File: src/rtl/velem_pkg.sv
package velem_pkg;
  // Bit positions of the operand vector/scalar select field
  localparam int unsigned SEL_RD  = 0;
  localparam int unsigned SEL_RS1 = 1;
  localparam int unsigned SEL_RS2 = 2;
  localparam int unsigned SEL_W   = 3;

  function automatic bit lanes_legal(input int unsigned n);
    return (n == 1) || (n == 2) || (n == 4) || (n == 8);
  endfunction
endpackage

File: src/rtl/velem_ctrl.sv
module velem_ctrl
  import velem_pkg::*;
#(
  parameter int unsigned LANES = 4,
  parameter int unsigned VL_W  = 6,
  parameter int unsigned REG_W = 5,
  parameter int unsigned OPC_W = 7
) (
  input  logic             clk,
  input  logic             rst_n,
  input  logic             in_valid,
  input  logic             in_tag,
  input  logic [VL_W-1:0]  in_vl,
  input  logic [OPC_W-1:0] in_opc,
  input  logic [REG_W-1:0] in_rd,
  input  logic [REG_W-1:0] in_rs1,
  input  logic [REG_W-1:0] in_rs2,
  input  logic [SEL_W-1:0] in_vsel,
  input  logic             out_ready,
  output logic             in_ready,
  output logic             grp_valid,
  output logic             grp_last,
  output logic [VL_W-1:0]  grp_base,
  output logic [VL_W-1:0]  cur_vl,
  output logic             cur_tag,
  output logic [OPC_W-1:0] cur_opc,
  output logic [REG_W-1:0] cur_rd,
  output logic [REG_W-1:0] cur_rs1,
  output logic [REG_W-1:0] cur_rs2,
  output logic [SEL_W-1:0] cur_vsel,
  output logic             pc_stall
);
  localparam logic [VL_W:0] STEP = (VL_W+1)'(LANES);

  logic             valid_q, valid_d;
  logic [VL_W-1:0]  idx_q, idx_d;
  logic [VL_W:0]    grp_end;
  logic             last_c, ready_c, load_en, adv_en;
  logic             tag_q;
  logic [VL_W-1:0]  vl_q;
  logic [OPC_W-1:0] opc_q;
  logic [REG_W-1:0] rd_q, rs1_q, rs2_q;
  logic [SEL_W-1:0] vsel_q;

  // next-state logic
  always_comb begin
    grp_end = {1'b0, idx_q} + STEP;
    last_c  = !tag_q || (grp_end >= {1'b0, vl_q});
    ready_c = !valid_q || (out_ready && last_c);
    load_en = in_valid && ready_c;
    adv_en  = valid_q && out_ready;
    valid_d = valid_q;
    idx_d   = idx_q;
    if (load_en) begin
      valid_d = !(in_tag && (in_vl == '0));
      idx_d   = '0;
    end else if (adv_en) begin
      if (last_c) valid_d = 1'b0;
      else        idx_d   = grp_end[VL_W-1:0];
    end
  end

  // loop state registers
  always_ff @(posedge clk or negedge rst_n) begin
    if (!rst_n) begin
      valid_q <= 1'b0;
      idx_q   <= '0;
    end else begin
      valid_q <= valid_d;
      idx_q   <= idx_d;
    end
  end

  // instruction payload, captured on acceptance
  always_ff @(posedge clk or negedge rst_n) begin
    if (!rst_n) begin
      tag_q  <= 1'b0;
      vl_q   <= '0;
      opc_q  <= '0;
      rd_q   <= '0;
      rs1_q  <= '0;
      rs2_q  <= '0;
      vsel_q <= '0;
    end else if (load_en) begin
      tag_q  <= in_tag;
      vl_q   <= in_vl;
      opc_q  <= in_opc;
      rd_q   <= in_rd;
      rs1_q  <= in_rs1;
      rs2_q  <= in_rs2;
      vsel_q <= in_vsel;
    end
  end

  assign in_ready  = ready_c;
  assign grp_valid = valid_q;
  assign grp_last  = last_c;
  assign grp_base  = idx_q;
  assign cur_vl    = vl_q;
  assign cur_tag   = tag_q;
  assign cur_opc   = opc_q;
  assign cur_rd    = rd_q;
  assign cur_rs1   = rs1_q;
  assign cur_rs2   = rs2_q;
  assign cur_vsel  = vsel_q;
  assign pc_stall  = valid_q && tag_q;
endmodule

File: src/rtl/velem_lane.sv
module velem_lane
  import velem_pkg::*;
#(
  parameter int unsigned LANE  = 0,
  parameter int unsigned VL_W  = 6,
  parameter int unsigned REG_W = 5
) (
  input  logic [VL_W-1:0]  base,
  input  logic [VL_W-1:0]  vl,
  input  logic             tag,
  input  logic [REG_W-1:0] rd,
  input  logic [REG_W-1:0] rs1,
  input  logic [REG_W-1:0] rs2,
  input  logic [SEL_W-1:0] vsel,
  output logic             en,
  output logic [VL_W-1:0]  idx,
  output logic [REG_W-1:0] rd_o,
  output logic [REG_W-1:0] rs1_o,
  output logic [REG_W-1:0] rs2_o
);
  localparam logic [VL_W:0] OFS = (VL_W+1)'(LANE);

  logic [VL_W:0]    pos;
  logic [REG_W-1:0] step;

  always_comb begin
    pos   = {1'b0, base} + OFS;
    idx   = pos[VL_W-1:0];
    step  = REG_W'(idx);
    en    = tag ? (pos < {1'b0, vl}) : (LANE == 0);
    rd_o  = rd  + ((tag && vsel[SEL_RD])  ? step : '0);
    rs1_o = rs1 + ((tag && vsel[SEL_RS1]) ? step : '0);
    rs2_o = rs2 + ((tag && vsel[SEL_RS2]) ? step : '0);
  end
endmodule

File: src/rtl/velem_seq.sv
module velem_seq
  import velem_pkg::*;
#(
  parameter int unsigned LANES = 4,
  parameter int unsigned VL_W  = 6,
  parameter int unsigned REG_W = 5,
  parameter int unsigned OPC_W = 7
) (
  input  logic                   clk,
  input  logic                   rst_n,
  input  logic                   in_valid,
  output logic                   in_ready,
  input  logic                   in_tag,
  input  logic [VL_W-1:0]        in_vl,
  input  logic [OPC_W-1:0]       in_opc,
  input  logic [REG_W-1:0]       in_rd,
  input  logic [REG_W-1:0]       in_rs1,
  input  logic [REG_W-1:0]       in_rs2,
  input  logic [2:0]             in_vsel,
  output logic                   out_valid,
  input  logic                   out_ready,
  output logic [OPC_W-1:0]       out_opc,
  output logic [LANES-1:0]       out_lane_en,
  output logic [LANES*VL_W-1:0]  out_idx,
  output logic [LANES*REG_W-1:0] out_rd,
  output logic [LANES*REG_W-1:0] out_rs1,
  output logic [LANES*REG_W-1:0] out_rs2,
  output logic                   out_last,
  output logic                   pc_stall
);
  logic [VL_W-1:0]  grp_base, cur_vl;
  logic             cur_tag;
  logic [REG_W-1:0] cur_rd, cur_rs1, cur_rs2;
  logic [SEL_W-1:0] cur_vsel;

  if (!lanes_legal(LANES)) begin : g_bad_lanes
    initial $error("LANES must be 1, 2, 4 or 8");
  end

  velem_ctrl #(
    .LANES(LANES), .VL_W(VL_W), .REG_W(REG_W), .OPC_W(OPC_W)
  ) u_ctrl (
    .clk(clk), .rst_n(rst_n),
    .in_valid(in_valid), .in_tag(in_tag), .in_vl(in_vl), .in_opc(in_opc),
    .in_rd(in_rd), .in_rs1(in_rs1), .in_rs2(in_rs2), .in_vsel(in_vsel),
    .out_ready(out_ready), .in_ready(in_ready),
    .grp_valid(out_valid), .grp_last(out_last), .grp_base(grp_base),
    .cur_vl(cur_vl), .cur_tag(cur_tag), .cur_opc(out_opc),
    .cur_rd(cur_rd), .cur_rs1(cur_rs1), .cur_rs2(cur_rs2),
    .cur_vsel(cur_vsel), .pc_stall(pc_stall)
  );

  for (genvar i = 0; i < LANES; i++) begin : g_lane
    velem_lane #(.LANE(i), .VL_W(VL_W), .REG_W(REG_W)) u_lane (
      .base(grp_base), .vl(cur_vl), .tag(cur_tag),
      .rd(cur_rd), .rs1(cur_rs1), .rs2(cur_rs2), .vsel(cur_vsel),
      .en(out_lane_en[i]),
      .idx(out_idx[i*VL_W +: VL_W]),
      .rd_o(out_rd[i*REG_W +: REG_W]),
      .rs1_o(out_rs1[i*REG_W +: REG_W]),
      .rs2_o(out_rs2[i*REG_W +: REG_W])
    );
  end
endmodule

File: config.mk
export PLATFORM = sky130hd
export DESIGN_NAME = velem_seq
export DESIGN_NICKNAME = d
export VERILOG_FILES = /design/src/rtl/velem_pkg.sv /design/src/rtl/velem_ctrl.sv /design/src/rtl/velem_lane.sv /design/src/rtl/velem_seq.sv
export SDC_FILE = /design/constraint.sdc
export NUM_CORES = 1
export LEC_CHECK = 0
export ABC_AREA = 1
export BUFFER_PORTS_ARGS = -buffer_cell sky130_fd_sc_hd__buf_4
export CAP_MARGIN = 10
export CORE_ASPECT_RATIO = 1.5
export CORE_MARGIN = 2
export CORE_UTILIZATION = 50
export DETAILED_ROUTE_END_ITERATION = 10
export PLACE_DENSITY = 0.81
export SLEW_MARGIN = 0
export SYNTH_ARGS = -nofsm -noshare
export SYNTH_HDL_FRONTEND = slang
export SYNTH_SLANG_ARGS = --single-unit
File: constraint.sdc
create_clock -name clk -period 2.3 [get_ports clk]
set_input_delay 0.345 -clock clk [delete_from_list [all_inputs] [get_ports clk]]
set_output_delay 0.345 -clock clk [all_outputs]
set_load 0.01 [all_outputs]
After elaboration in Yosys (flattened, before gate mapping):

Cells that the tools add are included.

* output and inout port bits: 99
* register bits after elaboration: 39

* $lt $le $gt $ge: 5
* add/sub/neg operators: 16
* reduce and logical (&&, ||, !) cells: 18
* mux-type cells: 22
* equal/unequal tests: 1

Operators by type and width (number)
* adder 5 bit: 12
* two-way mux 5 bit: 12
* less-than comparator 7 x 6 -> 1 bit: 3
* two-way mux 6 bit: 3
* adder 6 x 2 -> 7 bit, second input constant: 2
* logical AND 1 bit: 8
* adder 6 x 1 -> 7 bit, second input constant: 1
* adder 6 x 3 -> 7 bit, second input constant: 1
* >= comparator 7 x 6 -> 1 bit: 1
* two-way mux 1 bit: 7
* logical NOT 6 bit: 1
* less-than comparator 6 bit: 1
* AND reduction 2 bit: 2
* nonzero test 2 bit: 2
* logical NOT 1 bit: 3
* logical OR 1 bit: 2
* != test 2 x 1 -> 1 bit, second input constant: 1

Logic depth before layout (Yosys ltp):

Gate-level depths: netlist of the first run.

* word-level depth: 8
* mapped depth: 11

Cells and area by module:

Synthesis of the first run repeated with hierarchy kept, for this count alone.

* cells, all modules: 735
* area total of the unflattened synthesis: 4994.8 µm²

Modules (own cells, without submodules)
* velem_ctrl: area an instance 1784.2 µm², instances 1, cells each 213
* velem_lane at g_lane[0].u_lane: area an instance 893.4 µm², instances 1, cells each 162
* velem_lane at g_lane[3].u_lane: area an instance 777.0 µm², instances 1, cells each 126
* velem_lane at g_lane[2].u_lane: area an instance 772.0 µm², instances 1, cells each 117
* velem_lane at g_lane[1].u_lane: area an instance 768.2 µm², instances 1, cells each 117

Worst setup path after synthesis of the first run:

Ideal clock, no wire load.

* kind: reg-to-output
* start point: register u_ctrl.tag_q (netlist: u_ctrl.cur_tag)
* end point: output out_rd[19]
* buffers on the path: 1
* slack: 74 ps
* stages on the path, launching flop included: 10
* data arrival time: 1881 ps
* cell sequence: dfrtp_1 buf_4 nand2_2 inv_1 ha_1 fa_1 nand2_1 nand2_1 a21oi_1 xor2_1

* word-level cells in the longest chain between the ends: 3

Ends and longest elaborated chain
* start, declared: line velem_ctrl.sv:39 `logic tag_q;`
* start signal, assigned: line velem_ctrl.sv:85 `tag_q <= in_tag;`
* logical AND 1 bit: line velem_lane.sv:31 `rd_o = rd + ((tag && vsel[SEL_RD]) ? step : '0);`
* two-way mux 5 bit: line velem_lane.sv:31
* adder 5 bit: line velem_lane.sv:31
* end, declared: line velem_seq.sv:25 `output logic [LANES*REG_W-1:0] out_rd,`

Every way passes these cells.

Final worst setup path of the first run:

* start point: register u_ctrl.idx_q[2] (netlist: u_ctrl.grp_base[2])
* end point: output out_rs2[8]

* word-level cells in the longest chain between the ends: 3

Ends and longest elaborated chain
* start, declared: line velem_ctrl.sv:36 `logic [VL_W-1:0] idx_q, idx_d;`
* start signal, assigned: line velem_ctrl.sv:70 `idx_q <= idx_d;`
* adder 6 x 1 -> 7 bit: line velem_lane.sv:27 `pos = {1'b0, base} + OFS;`
* two-way mux 5 bit: line velem_lane.sv:33 `rs2_o = rs2 + ((tag && vsel[SEL_RS2]) ? step : '0);`
* adder 5 bit: line velem_lane.sv:33
* end, declared: line velem_seq.sv:27 `output logic [LANES*REG_W-1:0] out_rs2,`

Every way passes these cells.

==> results of run 1 <==
through the flow:
step / setup TNS (ns) / total power [mW] / hold slack [ns] / cells
final: -1.03 / 8.15 / -0.00248 / 717
after global routing: -2.26 / 8.67 / 0.0257 / 717
after CTS: -0.642 / 7.33 / 0.0145 / 701
after detailed placement: -0.00769 / 6.27 / 0.340 / 675
after global placement: 0 / 6.10 / 0.327 / 675
after floorplan: 0 / 4.21 / 0.0494 / 478
flip-flops by register name, summed over array words and instances (netlist names):
name,cells
u_ctrl.cur_opc,7
u_ctrl.cur_rd,5
u_ctrl.cur_rs1,5
u_ctrl.cur_rs2,5
u_ctrl.cur_tag,1
u_ctrl.cur_vl,6
u_ctrl.cur_vsel,3
u_ctrl.grp_base,4
u_ctrl.grp_valid,1
cells in the final DEF (no fill, tap or decap), types with 13 or more instances in the layout:
cell     netlist  final
buf_4         26    168
nor2_1        26     18
ha_4           0     13
conb_1         2     17
nand4_1       34     34
dfrtp_1       37     32
xor2_1        28     26
nand2_1       98     94
ha_1          50     34
inv_1         50     41
worst max path at each step:
stage,start,end,slack (ns),cells after the start
after CTS,u_ctrl.cur_tag$_DFFE_PN0P_,out_rd[19],-0.09,9
after detailed placement,u_ctrl.grp_base[3]$_DFFE_PN0P_,u_ctrl.cur_opc[1]$_DFFE_PN0P_,-0.008,11
after global placement,u_ctrl.cur_tag$_DFFE_PN0P_,out_rd[19],0.05,9
after floorplan,u_ctrl.cur_tag$_DFFE_PN0P_,out_rd[19],0.07,9
after global routing,u_ctrl.grp_base[4]$_DFFE_PN0P_,in_ready,-0.23,10
final,u_ctrl.grp_base[2]$_DFFE_PN0P_,out_rs2[8],-0.17,7
cell type report:
cell class | instances | area, µm² | area share [%]
clock inverter | 1 | 5.00 | 0.0915
tap | 100 | 125 | 2.29
multi-input combinational | 344 | 2750 | 50.3
inverter | 52 | 208 | 3.80
clock buffer | 7 | 96.3 | 1.76
sequential | 37 | 932 | 17.0
timing repair buffer | 176 | 1360 | 24.8
kinds of logic after synthesis:
family                     Yosys count  share of synthesized area (%)
adders and majority gates           59                           21.9
other                                2                          0.204
AOI/OAI and AO/OA                   49                           7.24
and+or+nand+nor                    176                           21.6
xor gates and xnor gates            41                           10.4
buffers and inverters               99                           13.5
DFF                                 37                           25.2
where the power goes:
| part | internal, mW | total [mW] | switching (mW) |
|---|---|---|---|
| clock network | 0.271 | 0.514 | 0.243 |
| registers | 0.948 | 1.33 | 0.378 |
| logic | 3.01 | 6.30 | 3.29 |
| total | 4.23 | 8.15 | 3.91 |
metal layers:
| layer | vias up | routed length, µm | track usage, % |
|---|---|---|---|
| li1 | 1784 | - | - |
| met4 | 0 | 540 | 11.0 |
| met2 | 231 | 7090 | 49.9 |
| met1 | 1871 | 4410 | 32.3 |
| met5 | - | 0 | 0 |
| met3 | 50 | 746 | 3.51 |
worst max-delay path, stage by stage, from the launching register on:
cell	delay [ns]
dfrtp_2	0.47
inv_6	0.13
nor2_2	0.06
ha_1	0.32
inv_2	0.08
o31ai_1	0.42
xor2_1	0.19
buf_4	0.14
what timing repair did:
action,in CTS,in global routing
setup buffers,17,17
gates cloned,1,1
resized for setup,66,49
endpoints found under the setup margin,34,61
pin swaps,21,19
hold buffers,0,0
==> summary.txt, run 1 <==
Placement
  • Dpl hpwl: 7630 µm
  • Placed Instance Area: around 4600 µm²
  • Buffers on Ports: 126
  • RD Place Congestion: approximately 1
  • DP Worst Slack: -0.00769 ns

Synth
  • Synth Area per Inst: 7.94 µm²
  • Most used flip-flop cell after synthesis: dfrtp_1
  • Top post-synthesis cells by count: nand2_1, ha_1, inv_1
  • Post-synth EDFFs: 0
  • Yosys cell types: 33
  • Yosys reg bits: 37
  • Asr flop ratio synth: 100%
  • Syn Inst Count: 463
  • Dominant cells by area after synthesis: dfrtp_1, ha_1, nand2_1
  • Synth Warn #: 0
  • Cell accounting for the most synthesized area: dfrtp_1
  • Sequential area share after synthesis: 25.2%
  • Count leader, synth: nand2_1
  • Synth Cell Area: 3680 µm²
  • Synth top area share: approximately 25%

Routing
  • Drt pass-1 iters: 5
  • Remaining antenna violation count: 0
  • DRT iter0 DRCs: 246
  • Drt wl/cell: 17.8 µm
  • Final WL: 12800 µm
  • Remaining DRCs: 0
  • Via/cell ratio: 5.49
  • Via count: 3936

Run status
  • Status: complete, but fails checks
  • Failing checks: negative hold slack, negative setup slack

Timing
  • RSZ-0062 raised after global routing: true
  • Fmax: 0.405 GHz
  • Setup violators final: 14
  • Fin crit share: 107%
  • Final Hold Viols: 1
  • Post-route minimum period: 2.47 ns
  • WHS: -0.00248 ns
  • Slew @ Worst Pin: between 0.5 and 0.6 ns
  • Relative slew slack: 62.8%
  • Max Transition Viols Final: 0
  • Worst Skew: 0.00482 ns
  • Final worst setup slack: -0.166 ns

Cells and area
  • Post-Route Utilization: 76.2%
  • Design area: 5470 µm²
  • Layout filler cell count: 475
  • # diodes: 0
  • Layout cell share with drive strength beyond 1: 44.2%
  • Nets@finish: 711
  • Layout area overhead: 48.7%

CTS
  • H-tree levels: 2
  • CTS Buf Count: 5
  • CTS tree: done
  • CTS sink cnt: 37
  • CTS Buffer Depth: 2
  • Clock latency on the worst-skew pair: 0.30 ns
  • Clk slew on worst S/H paths: 0.07 ns
  • Root buf cell: clkbuf_8

Die
  • Die height: about 110 µm
  • Initial Utilization: 51.2%
  • Ports: 135
  • CORE AREA: 7180 µm²
  • # rows: 38
  • Die ar.: ~8100 µm²
  • Die width: 74.0 µm

Worst hold path
  • HP Class: input port to asynchronous set/reset pin

Setup path
  • CP Data Arrival Time: 2.12 ns
  • Required time of the worst setup path: 1.96 ns
  • Crit end category: primary output
  • Critical path class: register to primary output
  • Reg-to-Reg End: u_ctrl.cur_rd[4]$_DFFE_PN0P_
  • Crit path max fanout: 6
  • R2R setup slack: 0.08 ns
  • Critical Path Source Type: register
  • Worst R2R Start: u_ctrl.grp_base[3]$_DFFE_PN0P_
  • Cells on worst reg2reg path: 11

Run
  • Max_cap viols: 0

Power
  • Lkg Pwr: 2.91 nW
  • Pwr/cell area: 1490 nW/µm²
  • Max VDD drop: ~880 µV

Global routing
  • First-pass GRT wire length: 17300 µm
  • GRT overflow: 0
  • Largest net degree at the start of global routing: 38
  • All-layer global routing usage: 27.6%
  • Antenna violations before repair: 0
  • Vias in the first global route: 3602
Power figures use the tool's default switching activity.
==> run 2: changes to the inputs <==
Settings changed: PLACE_DENSITY 0.81 to 0.87.
==> run 2 against run 1 <==
Against the previous run: the run still ends with negative hold slack, negative setup slack left; register-to-register slack lost 0.07 ns; cell count grew 0.56%; sequential power is essentially flat; global-route usage shrank 1.8 points; setup slack gained 0.016 ns; combinational power grew 3.3%; clock skew grew 0.0099 ns; sequential cell count is the same; clock power grew 12%; via count shrank 1.3%; sequential share of layout area shrank 0.53 points; final area grew 3.1%; largest cell class unchanged.
==> summary.txt, run 2 (synthesis gave the netlist of run 1 again) <==
Run status
  • Status: complete, but fails checks
  • Failing checks: negative hold slack, negative setup slack

Cells and area
  • # diodes: 0
  • Layout cell share with drive strength beyond 1: 45.2%
  • Commonest non-fill, non-tap cells in the layout: buf_4, nand2_1, inv_1, ha_1, nand4_1
  • Layout area overhead: 53.3%
  • Most common cell after layout, fill and taps aside: buf_4
  • Post-Route Utilization: between 70% and 80%
  • Nets@finish: 715
  • Max reg flops: 7
  • Design area: approximately 5600 µm²
  • Non-Filler Instances: 721

Setup path
  • Critical path class: register to primary output
  • Sum of buffers and inverters on the critical path: 2
  • Max incr delay on CP: between 0.4 and 0.5 ns
  • Required time of the worst setup path: 1.96 ns
  • CP Data Arrival Time: 2.11 ns
  • Cells on worst reg2reg path: 12
  • Crit end category: primary output
  • Cell breakdown of the critical path: ha_4 -> xor2_2 -> ha_1 -> nand2_1 -> a21oi_2 -> nor2_2 -> nand3_2 -> inv_2 -> nor2_4 -> buf_6
  • R2R setup slack: 0.01 ns
  • Stages on the worst setup path: 10
  • Critical Path Source Type: register
  • Crit path max fanout: 4
  • Critical-path top delay cell: dfrtp_2
  • Crit-path leading delay family: adder cells

CTS
  • Root buf cell: clkbuf_8
  • Hold Buf Count CTS: 0
  • CTS Buf Count: 5
  • CTS tree: done
  • Clk slew on worst S/H paths: 0.09 ns
  • Clock latency on the worst-skew pair: 0.29 ns
  • CTS sink cnt: 37
  • H-tree levels: 2
  • CTS Buffer Depth: 2

Routing
  • Drt wl/cell: 17.3 µm
  • Remaining antenna violation count: 0
  • Drt pass-1 iters: 4
  • Via count: 3885
  • DRT iter0 DRCs: 243
  • Via/cell ratio: between 5 and 6
  • Remaining DRCs: 0
  • Final WL: 12500 µm

Timing
  • Relative slew slack: 57.8%
  • WHS: -0.00799 ns
  • Final Hold Viols: 6
  • Slew @ Worst Pin: 0.632 ns
  • Final worst setup slack: -0.150 ns
  • Setup violators final: 11
  • Post-route minimum period: 2.45 ns
  • Max Transition Viols Final: 0
  • Fmax: 0.408 GHz
  • Fin crit share: 107%
  • RSZ-0062 raised after global routing: true
  • Worst Skew: 0.0147 ns

Die
  • Die width: roughly 74 µm
  • Initial Utilization: 51.2%
  • # rows: 38
  • Die ar.: between 8000 and 9000 µm²
  • CORE AREA: slightly above 7000 µm²
  • Die height: 109 µm
  • Ports: approximately 140

Power
  • Max VDD drop: 1080 µV
  • Lkg Pwr: approximately 3 nW
  • Pwr/cell area: 1490 nW/µm²

Placement
  • Dpl hpwl: 7800 µm
  • Buffers on Ports: 126
  • RD Place Congestion: a little over 1
  • Placed Instance Area: between 4000 and 5000 µm²
  • Placed Cells: 675

Worst hold path
  • HP Class: input port to asynchronous set/reset pin

Global routing
  • First-pass GRT wire length: 16300 µm
  • GRT overflow: 0
  • Antenna violations before repair: 0
  • Largest net degree at the start of global routing: 38
  • All-layer global routing usage: 25.8%
  • Vias in the first global route: 3555

Run
  • Max_cap viols: 0
run 2: power by group:
| group | switching (mW) | total (mW) | internal [mW] |
|---|---|---|---|
| clock network | 0.252 | 0.577 | 0.325 |
| registers | 0.396 | 1.34 | 0.947 |
| logic | 3.35 | 6.51 | 3.16 |
run 2: layer usage:
layer  part of all wire, %  track usage, %  vias up
met4                   3.9            11.6        0
met5                     0               0        -
met1                    35            30.1     1872
met3                   6.2            2.87       44
li1                      -               -     1789
met2                    55            46.4      180
run 2: repair_timing:
item                                    CTS  global route
pin swaps                                13            49
buffers inserted                         10            28
endpoints found under the setup margin   54            58
gates cloned                              1             3
gates resized for setup                  59            86
run 2: worst register-to-register path, delay by kind of cell (launching register included):
family                     cells  cell delay (ns)
AOI/OAI and AO/OA              1             0.06
adders and majority gates      2             0.50
buffers and inverters          3             0.44
and+or+nand+nor                5             0.55
xor gates and xnor gates       1             0.15
DFF                            1             0.46
run 2: path summary, 6_finish.rpt:
| kind | start | end |
|---|---|---|
| max | u_ctrl.grp_base[3]$_DFFE_PN0P_ | in_ready |
| min | rst_n | u_ctrl.grp_base[5]$_DFFE_PN0P_ |
| max reg2reg | u_ctrl.grp_base[3]$_DFFE_PN0P_ | u_ctrl.cur_rd[0]$_DFFE_PN0P_ |
| min reg2reg | u_ctrl.cur_vl[3]$_DFFE_PN0P_ | u_ctrl.cur_vl[3]$_DFFE_PN0P_ |
| max in group asynchronous | rst_n | u_ctrl.cur_rs2[1]$_DFFE_PN0P_ |
| min in group clk | in_rs2[1] | u_ctrl.cur_rs2[1]$_DFFE_PN0P_ |
run 2: area by class of cell:
type	count	area [µm²]
inverter	52	238
sequential	37	931
timing repair buffer	179	1440
fill	444	1540
clock inverter	3	43.8
multi-input combinational	345	2790
tap	100	125
clock buffer	5	68.8
run 2: stage by stage:
stage	worst slack (ns)	TNS, ns	power [mW]
3_5_place_dp	-0.0161	-0.0716	6.30
2_1_floorplan	0.0744	0	4.21
6_report	-0.150	-0.665	8.43
3_3_place_gp	0.00930	0	6.17
4_1_cts	-0.0866	-0.315	7.27
5_1_grt	-0.228	-2.30	8.98
